[config.mk]
export PLATFORM = sky130hd
export DESIGN_NAME = residue_mux_cell
export DESIGN_NICKNAME = d
export VERILOG_FILES = /design/src/rtl/rmux_pkg.sv /design/src/rtl/rmux_cfg_reg.sv /design/src/rtl/rmux_leg_bank.sv /design/src/rtl/rmux_cascade.sv /design/src/rtl/residue_mux_cell.sv
export SDC_FILE = /design/constraint.sdc
export NUM_CORES = 1
export LEC_CHECK = 0
export ABC_AREA = 1
export BUFFER_PORTS_ARGS = -buffer_cell sky130_fd_sc_hd__buf_2
export CAP_MARGIN = 10
export CELL_PAD_IN_SITES_DETAIL_PLACEMENT = 0
export CELL_PAD_IN_SITES_GLOBAL_PLACEMENT = 1
export CORE_ASPECT_RATIO = 1.1
export CORE_MARGIN = 2
export CORE_UTILIZATION = 29
export CTS_CLUSTER_SIZE = 24
export DETAILED_ROUTE_END_ITERATION = 8
export PLACE_DENSITY_LB_ADDON = 0.1
export SLEW_MARGIN = 0
export SYNTH_ARGS = -nofsm -noshare
export SYNTH_HDL_FRONTEND = slang
export SYNTH_SLANG_ARGS = --single-unit
[constraint.sdc]
create_clock -name clk -period 2.4 [get_ports clk]
set_input_delay 0.12 -clock clk [delete_from_list [all_inputs] [get_ports clk]]
set_output_delay 0.12 -clock clk [all_outputs]
set_load 0.05 [all_outputs]
[src/rtl/rmux_pkg.sv]
package rmux_pkg;

  // Residue code held per data leg
  typedef enum logic [1:0] {
    LEG_ZERO = 2'b00,
    LEG_ONE  = 2'b01,
    LEG_VAR  = 2'b10,
    LEG_INV  = 2'b11
  } leg_code_t;

  // Value a leg presents given its code and the free variable
  function automatic logic leg_value(input logic [1:0] code, input logic d);
    case (leg_code_t'(code))
      LEG_ZERO: leg_value = 1'b0;
      LEG_ONE:  leg_value = 1'b1;
      LEG_VAR:  leg_value = d;
      default:  leg_value = ~d;
    endcase
  endfunction

endpackage

[src/rtl/rmux_cfg_reg.sv]
module rmux_cfg_reg #(
  parameter int CFG_W = 8
) (
  input  logic             clk,
  input  logic             rst_n,
  input  logic             load,
  input  logic [CFG_W-1:0] cfg_d,
  output logic [CFG_W-1:0] cfg_q
);

  always_ff @(posedge clk or negedge rst_n) begin
    if (!rst_n)    cfg_q <= '0;
    else if (load) cfg_q <= cfg_d;
  end

  // a strobed edge captures the presented codes
  a_r7_load_capture: assert property (@(posedge clk) disable iff (!rst_n)
    load |=> cfg_q == $past(cfg_d));

  // without the strobe the stored codes stay put
  a_r8_hold_without_load: assert property (@(posedge clk) disable iff (!rst_n)
    !load |=> $stable(cfg_q));

endmodule

[src/rtl/rmux_leg_bank.sv]
module rmux_leg_bank
  import rmux_pkg::*;
#(
  parameter int NLEGS = 4,
  localparam int CFG_W = 2 * NLEGS
) (
  input  logic [CFG_W-1:0] cfg,
  input  logic             d,
  output logic [NLEGS-1:0] leg_val
);

  for (genvar i = 0; i < NLEGS; i++) begin : g_leg
    assign leg_val[i] = leg_value(cfg[2*i +: 2], d);
  end

endmodule

[src/rtl/rmux_cascade.sv]
module rmux_cascade #(
  parameter int SEL_W = 2,
  localparam int NIN = 2 ** SEL_W
) (
  input  logic [NIN-1:0]   legs,
  input  logic [SEL_W-1:0] sel,
  output logic             y
);

  if (SEL_W == 1) begin : g_leaf
    assign y = sel[0] ? legs[1] : legs[0];
  end else begin : g_split
    localparam int HALF = NIN / 2;
    logic [HALF-1:0]  lo_legs, hi_legs;
    logic [SEL_W-2:0] low_sel;
    logic             stage_lo, stage_hi;

    assign lo_legs = legs[HALF-1:0];
    assign hi_legs = legs[NIN-1:HALF];
    assign low_sel = sel[SEL_W-2:0];

    // first stage: both halves steered by the lower select bits at once
    assign stage_lo = lo_legs[low_sel];
    assign stage_hi = hi_legs[low_sel];

    // second stage: the top select bit picks a half
    assign y = sel[SEL_W-1] ? stage_hi : stage_lo;
  end

endmodule

[src/rtl/residue_mux_cell.sv]
module residue_mux_cell #(
  parameter int NVARS = 3,          // supported range 2..6
  localparam int SEL_W = NVARS - 1,
  localparam int NLEGS = 2 ** SEL_W,
  localparam int CFG_W = 2 * NLEGS
) (
  input  logic             clk,
  input  logic             rst_n,
  input  logic             cfg_load,
  input  logic [CFG_W-1:0] cfg_in,
  input  logic [NVARS-1:0] vars_in,
  output logic             fn_out
);

  logic [CFG_W-1:0] cfg_q;
  logic [NLEGS-1:0] leg_val;
  logic [SEL_W-1:0] sel_idx;
  logic             free_var;
  logic [1:0]       sel_code;   // code of the leg being observed, for assertions

  assign sel_idx  = vars_in[NVARS-1:1];
  assign free_var = vars_in[0];
  assign sel_code = cfg_q[{sel_idx, 1'b0} +: 2];

  rmux_cfg_reg #(.CFG_W(CFG_W)) u_cfg (
    .clk   (clk),
    .rst_n (rst_n),
    .load  (cfg_load),
    .cfg_d (cfg_in),
    .cfg_q (cfg_q)
  );

  rmux_leg_bank #(.NLEGS(NLEGS)) u_legs (
    .cfg     (cfg_q),
    .d       (free_var),
    .leg_val (leg_val)
  );

  rmux_cascade #(.SEL_W(SEL_W)) u_sel (
    .legs (leg_val),
    .sel  (sel_idx),
    .y    (fn_out)
  );


  a_r2_zero_leg: assert property (@(posedge clk) disable iff (!rst_n)
    (sel_code == 2'b00) |-> (fn_out == 1'b0));

  a_r3_one_leg: assert property (@(posedge clk) disable iff (!rst_n)
    (sel_code == 2'b01) |-> (fn_out == 1'b1));

  a_r4_pass_leg: assert property (@(posedge clk) disable iff (!rst_n)
    (sel_code == 2'b10) |-> (fn_out == free_var));

  a_r5_inv_leg: assert property (@(posedge clk) disable iff (!rst_n)
    (sel_code == 2'b11) |-> (fn_out == !free_var));

endmodule

==> results of run 1 <==
-- worst max-delay path, stage by stage (launching register included) --
cell                      delay, ns
sky130_fd_sc_hd__dfrtp_1       0.37
sky130_fd_sc_hd__nand2_1       0.07
sky130_fd_sc_hd__nand2_1       0.07
sky130_fd_sc_hd__nand3_1       0.07
sky130_fd_sc_hd__nand2_1       0.06
sky130_fd_sc_hd__nand2_1       0.05
sky130_fd_sc_hd__nand2_1       0.04
sky130_fd_sc_hd__buf_2         0.25
-- stage by stage --
stage / std cells / setup WS, ns
floorplan: 49 / 1.335
global placement: 77 / 1.315
detailed placement: 77 / 1.318
CTS: 81 / 1.044
global route: 81 / 0.9364
finish: 81 / 1.063
-- worst max path at each step --
stage / start / endpoint / slack, ns / cells after the start
global placement: u_cfg.cfg_q[1]$_DFFE_PN0P_ / fn_out / 1.31 / 6
CTS: u_cfg.cfg_q[1]$_DFFE_PN0P_ / fn_out / 1.04 / 6
floorplan: u_cfg.cfg_q[5]$_DFFE_PN0P_ / fn_out / 1.34 / 5
detailed placement: u_cfg.cfg_q[1]$_DFFE_PN0P_ / fn_out / 1.32 / 6
finish: u_cfg.cfg_q[3]$_DFFE_PN0P_ / fn_out / 1.06 / 7
global route: u_cfg.cfg_q[3]$_DFFE_PN0P_ / fn_out / 0.94 / 7
-- metal layers --
| layer | global-route usage [%] | up-vias | share of wire, % |
|---|---|---|---|
| met5 | 0 | - | 0 |
| met4 | 8.000 | 0 | 0 |
| met3 | 3.077 | 0 | 4.4 |
| met2 | 16.45 | 8 | 44 |
| met1 | 18.63 | 154 | 52 |
| li1 | - | 189 | - |
-- final cells by class --
class,count,area share (%)
Sequential cell,8,38.37
Inverter,6,4.317
Timing Repair Buffer,15,15.35
Multi-Input combinational cell,33,33.81
Clock buffer,3,4.317
Tap cell,16,3.837
-- report_power, final --
group	switching, uW	internal (uW)
Clock	41.3	56.9
Combinational	35.5	28.0
Sequential	7.91	148
Total	84.7	233
-- Yosys cell counts --
cell type / n
sky130_fd_sc_hd__nand2_1: 17
sky130_fd_sc_hd__dfrtp_1: 8
sky130_fd_sc_hd__nand3_1: 8
sky130_fd_sc_hd__inv_1: 6
sky130_fd_sc_hd__o21ai_1: 4
sky130_fd_sc_hd__mux2_1: 2
sky130_fd_sc_hd__mux2_4: 2
sky130_fd_sc_hd__buf_4: 1
sky130_fd_sc_hd__buf_6: 1
-- cells by family (layout without fill, tap and decap cells) --
| family | count (synthesis) | in the layout | synth area share (%) |
|---|---|---|---|
| DFF | 8 | 8 | 47.90 |
| buffers and inverters | 8 | 24 | 9.880 |
| and+or+nand+nor | 25 | 25 | 24.85 |
| AOI/OAI and AO/OA | 4 | 4 | 4.791 |
| muxes | 4 | 4 | 12.57 |
==> summary by stage, run 1 <==
Outcome
The flow ran to the end, and the final reports show no timing, DRC or antenna violations.

Cells and area
The multi-input combinational cells in the finished layout cover a total of approximately 180 um^2. The repair_antennas step left the layout with diodes totalling 0. The post-route cell area is 521.8 um^2.

The total number of nets in the final design is 81. Once layout is complete, the utilization of the core stands at between 30% and 40%. In the layout the commonest cells are sky130_fd_sc_hd__nand2_1, sky130_fd_sc_hd__buf_2, sky130_fd_sc_hd__nand3_1, sky130_fd_sc_hd__dfrtp_1, sky130_fd_sc_hd__inv_1. The fraction of final layout cells with drive strength greater than 1 is between 20 and 30%. The largest registers in the layout are u_cfg.cfg_q x8. The register with the highest flop count is u_cfg.cfg_q. The number of flip-flops in the largest register is 8. The fill cell instance count of the final layout is 153. The sequential cells in the finished layout cover a total of approximately 200 um^2. The commonest non-fill, non-tap cell in the layout is sky130_fd_sc_hd__nand2_1. Relative to the synthesized area, the layout overhead comes to 24.85%.

Floorplanning
In this run the horizontal extent of the chip is 40.20 um. Pin placement for this block handled 15 I/O pins. For this configuration, the core starts out at a cell density of 30.59%. The row count is 14.

The die is 43.82 um tall. The floorplan step defined a core boundary enclosing between 1000 and 1500 um^2. The area of the die is 1761 um^2.

Global routing
The number of global-route vias before repair is roughly 360. The global-route wire length before repair is 1.483 mm. The initial antenna violation count came to 0. The total track usage is 12.74%. The total global routing overflow is 0. Entering global routing, the biggest net connects 13 pins.

Detailed routing
The post-detailed-routing wire length is 780 um. In the final routed layout, each cell accounts on average for 9.630 um. The total iterations of the first detailed-routing run is 2.

The via-per-instance ratio is 4.333. The DRC violations left is 0. For this block, the via count after detailed routing is 351. The count of nets left with antenna violations once routing finished came out at 0. For this block, the initial DRC count from the detailed router was 6.

Timing
The final number of max-transition violations was 0. Setup repair after global routing left no endpoint under its margin. The final hold slack is 0.08387 ns. The transition time of the tightest slew-check pin is 0.2404 ns.

The final count of negative-setup-slack endpoints is 0. The final critical delay including setup and external delays is 1.337 ns. In this run the tightest slew margin relative to its limit is 83.97%.

The peak clock frequency supported by timing is 747.8 MHz. The worst clock skew on the final layout is 0 ns. The hold violation count in the final report came to 0.

The worst path uses 55.72% of the clock period. The setup TNS is 0 ns.

Worst setup path
The worst register-to-register path begins at u_cfg.cfg_q[1]$_DFFE_PN0P_. The worst setup path is of the flop to output pin kind. The kind of end point of the critical path is an output pin.

The number of cells on the worst reg-to-reg path is 1. The arrival time of data at the critical path endpoint is 1.22 ns. In this run the register-to-register setup slack is 1.61 ns. The endpoint identified for the worst register-to-register timing path is u_cfg.cfg_q[1]$_DFFE_PN0P_. The highest fanout seen on the critical path is 3.

The critical path data required time is 2.28 ns. STA classifies the critical path startpoint as a flop.

Pwr
After layout, the design draws a total of 317.6 uW. Across the VDD grid, the largest voltage drop is between 0.0003 and 0.0004 V. Dividing total power by cell area gives a power density of 608.6 nW/um^2. The leakage power total is 0.0002876 uW.

CTS
In this run, CTS created clock tree buffers numbering 3. The register clock-pin slew on the reported worst setup and hold paths is 0.05 ns. The number of setup buffers added after CTS is 0. The TritonCTS clock tree is done. The maximum count of clock buffers along a single path is 2. The clock drives 8 sinks.

The H-tree depth is 1. The cell chosen for the clock root is sky130_fd_sc_hd__clkbuf_4. The insertion delay of the later-clocked pin in the worst-skew pair is between 0.2 and 0.25 ns. The post-cts sizing count is 0. The number of hold buffers added after cts is 1.

Placement
The HPWL reported at the end of detailed placement is 629.5 um. The instance area after placement is roughly 490 um^2. In this run the tool buffered the top-level ports with 14 buffer cells. The routability congestion estimate from global placement is about 0.67.

Synth
Sorting the synthesized cells by area gives the leading types as sky130_fd_sc_hd__dfrtp_1, sky130_fd_sc_hd__nand2_1, sky130_fd_sc_hd__nand3_1. The cell taking the most area after synthesis is sky130_fd_sc_hd__dfrtp_1. The cell area that synthesis handed to floorplanning was 417.9 um^2. The net count of the mapped netlist is 63. After synthesis the netlist holds a flip-flop and latch count of 8. The fraction of synthesized cell area taken by the top area cell type is 47.90%. The synthesized netlist cell count is 49. The synthesized area per cell is 8.529 um^2. The post-synthesis cell type count is 9.

The count of warnings emitted by yosys is 0. The register area share after synthesis is 47.90%.

Min path
The endpoint of the worst hold path is u_cfg.cfg_q[2]$_DFFE_PN0P_. The type of the tightest min-delay check is primary input to flop. The startpoint of the lowest-slack hold path is cfg_in[2]. Along the worst hold path, the cell count comes to 3.

Flow run
The reported max-cap violation count is 0.
Note: power is estimated with default switching activity, not from simulation.
==> inputs of run 2 (changes only) <==
==> constraint.sdc (replaced) <==
create_clock -name clk -period 1.2 [get_ports clk]
set_input_delay 0.06 -clock clk [delete_from_list [all_inputs] [get_ports clk]]
set_output_delay 0.06 -clock clk [all_outputs]
set_load 0.05 [all_outputs]
==> run 2 against run 1 <==
Effect of this change: die area unchanged; total power up 100%; via count up 1.1%; register-to-register slack worse by 1.3 ns; clock skew unchanged; clock power up 99%; wire length up 0.64%; first-iteration DRC count up 17%; sequential share of layout area down 0.99 points; count of clock-buffer cells in the layout unchanged; core utilization up 1.0 points.
==> summary by stage, run 2 (synthesized netlist as in run 1, its figures left out) <==
Timing
The worst clock skew on the final layout is 0 ns (unchanged). The worst relative slew slack is 83.99% (was 83.97%). The final hold slack was 0.02376 ns (was 0.08387 ns). The final count of negative-setup-slack endpoints is 0 (unchanged).

The hold violation count in the final report was 0 (unchanged). RSZ-0062 raised after global routing: yes (was no). The worst path uses between 90 and 100% of the clock period. Based on the critical path, the design can be clocked at up to 837.9 MHz. The transition time of the tightest slew-check pin was 0.2401 ns (was 0.2404 ns). The final number of max-transition violations came to 0 (unchanged). After layout, the minimum clock period comes to between 1 and 1.5 ns.

Detailed routing
The DRC violations left is 0 (unchanged). The post-detailed-routing wire length was 785 um (was 780 um). The count of nets left with antenna violations after detail routing was 0 (unchanged). The via total after detailed routing is 355 (was 351). The via-per-instance ratio is 4.329 (was 4.333). The mean routed wirelength per cell was 9.573 um (was 9.630 um).

The total iterations of the first detailed-routing run came to 2 (unchanged). The starting DRC count in detailed routing was 7 (was 6).

Cells and area
The commonest non-fill, non-tap cell in the layout is sky130_fd_sc_hd__nand2_1 (unchanged). The number of diodes added for antenna fixing is 0 (unchanged). The number of flip-flops in the largest register is 8 (unchanged).

The register with the highest flop count is u_cfg.cfg_q (unchanged). Leading registers by flop count: u_cfg.cfg_q x8 (unchanged). The final core utilization is 39.19% (was 38.19%). The fraction of final layout cells with drive strength greater than 1 is 30.30% (was 29.23%). The signed area change from the synthesized netlist to the final layout is 28.14% (was 24.85%). Top library cells by usage in the layout, fill and taps aside: sky130_fd_sc_hd__nand2_1, sky130_fd_sc_hd__buf_2, sky130_fd_sc_hd__nand3_1, sky130_fd_sc_hd__dfrtp_1, sky130_fd_sc_hd__inv_1 (unchanged). The total number of nets in the final design came to 82 (was 81).

Pwr
The leakage power total is 0.0002942 uW (was 0.0002876 uW). The peak supply drop is 0.0006179 V (was 0.0003090 V). The power per cell area is 1205 nW/um^2 (was 608.6 nW/um^2).

Worst setup path
The critical path data required time came to 1.14 ns (was 2.28 ns). The beginning of the worst register-to-register path is u_cfg.cfg_q[3]$_DFFE_PN0P_ (was u_cfg.cfg_q[1]$_DFFE_PN0P_). The slowest library cell on the worst path is sky130_fd_sc_hd__dfrtp_1 (unchanged). The delay of the slowest critical-path stage is 0.39 ns (was 0.37 ns). The type of the setup path with the least slack is flop to output pin (unchanged). The kind of end point of the critical path is an output pin (unchanged). The startpoint class of the critical path is a flop (unchanged).

The flop-to-flop setup slack was 0.31 ns (was 1.61 ns). The arrival time of data at the critical path endpoint was 1.13 ns (was 1.22 ns). The cell count of the worst reg-to-reg path is 2 (was 1). The origin of the worst setup path is u_cfg.cfg_q[3]$_DFFE_PN0P_ (unchanged). Crit path cell chain: nand2_1 -> nand2_1 -> nand3_1 -> nand2_1 -> nand2_1 -> nand2_1 -> buf_6 (was nand2_1 -> nand2_1 -> nand3_1 -> nand2_1 -> nand2_1 -> nand2_1 -> buf_2). The terminus of the critical flop-to-flop path is u_cfg.cfg_q[3]$_DFFE_PN0P_ (was u_cfg.cfg_q[1]$_DFFE_PN0P_). The cell repeated most along the worst path is sky130_fd_sc_hd__nand2_1 (unchanged). The highest fanout seen on the critical path is 3 (unchanged). The endpoint of the most critical setup path is fn_out (unchanged).

Outcome
Outcome: completed (unchanged).

Floorplanning
The area of the die came to 1761 um^2 (unchanged). The vertical extent of the die is 43.82 um (unchanged). The horizontal die dimension is 40.20 um (unchanged). The starting utilization of the core area came to 30.59% (unchanged). The row count came to 14 (unchanged).

The number of top-level pins is 15 (unchanged). The floorplan core area is 1366 um^2 (unchanged).

Global routing
The global-route wire length before repair is 1.511 mm (was 1.483 mm). The pin count of the biggest net entering global routing is 13 (unchanged). The initial antenna violation count is 0 (unchanged). The total track usage came to 12.94% (was 12.74%). The number of global-route vias before repair is 372 (was 355).

The total global routing overflow is 0 (unchanged).

CTS
The TritonCTS clock tree is done (unchanged). The clock sink count came to 8 (unchanged). The maximum count of clock buffers along a single path is 2 (unchanged). The number of buffers created by CTS is 3 (unchanged). The insertion delay of the later-clocked pin in the worst-skew pair is 0.24 ns (about the same). The H-tree depth is 1 (unchanged). The cell chosen for the clock root is sky130_fd_sc_hd__clkbuf_4 (unchanged).

The register clock-pin slew on the reported worst setup and hold paths came to 0.05 ns (about the same).

Placement
The number of port buffers came to 14 (unchanged). The HPWL reported at the end of detailed placement was 629.5 um (unchanged). The routability congestion estimate from global placement is 0.6699 (unchanged).

Flow run
The reported max-cap violation count is 0 (unchanged).

Min path
The type of the tightest min-delay check is primary input to flop (unchanged).
[run 2: cell types whose count changed in the layout (fill, tap and decap cells not counted), sizes merged]
cell,before,now
buf,14,15
[run 2: cell type report]
class / instances / area, um^2
tap: 16 / 20.02
fill: 150 / 830.8
sequential: 8 / 200.2
timing repair buffer: 16 / 93.84
multi-input combinational: 33 / 176.4
clock buffer: 3 / 22.52
inverter: 6 / 22.52
[run 2: worst min path at each step]
stage,startpoint,endpoint,slack (ns),depth (start not counted)
after floorplan,rst_n,u_cfg.cfg_q[0]$_DFFE_PN0P_,-0.24,0
after global placement,rst_n,u_cfg.cfg_q[3]$_DFFE_PN0P_,-0.09,1
after detailed placement,rst_n,u_cfg.cfg_q[3]$_DFFE_PN0P_,-0.09,1
after CTS,cfg_in[6],u_cfg.cfg_q[6]$_DFFE_PN0P_,0.02,3
after global routing,cfg_in[2],u_cfg.cfg_q[2]$_DFFE_PN0P_,0.03,3
final,cfg_in[2],u_cfg.cfg_q[2]$_DFFE_PN0P_,0.02,3
[run 2: repair_timing]
action                                  CTS  global route
setup buffers                             1             0
hold buffers                              1             0
endpoints found under the setup margin    1             1
pin swaps                                 0             2
resized for setup                         2             0
hold endpoints to repair                  8             0
[run 2: power by group]
group	internal [uW]	switching, uW
Clock	114	81.5
Sequential	296	15.5
Combinational	65.6	73.1
[run 2: through the flow]
stage,std cells,power [uW],cell area (um^2),setup TNS [ns],worst slack (ns)
after global routing,82,694.4,535.5,-0.1160,-0.1160
after global placement,77,442.6,489.2,0,0.1750
after floorplan,49,401.3,417.9,0,0.1953
after detailed placement,77,442.7,489.2,0,0.1783
final,82,645.5,535.5,0,0.006473
after CTS,82,661.6,535.5,-0.02047,-0.02047
[run 2: critical path, delay by kind of cell (launching register included)]
family                 cells  cell delay (ns)
DFF                        1             0.39
and+or+nand+nor            6             0.34
buffers and inverters      1             0.15
[run 2: layer usage]
metal,vias to the layer above,global-route usage [%],wire length [um]
li1,191,-,-
met1,156,18.63,402
met2,8,17.10,350
met3,0,3.077,31
met4,0,8.000,0
met5,-,0,0
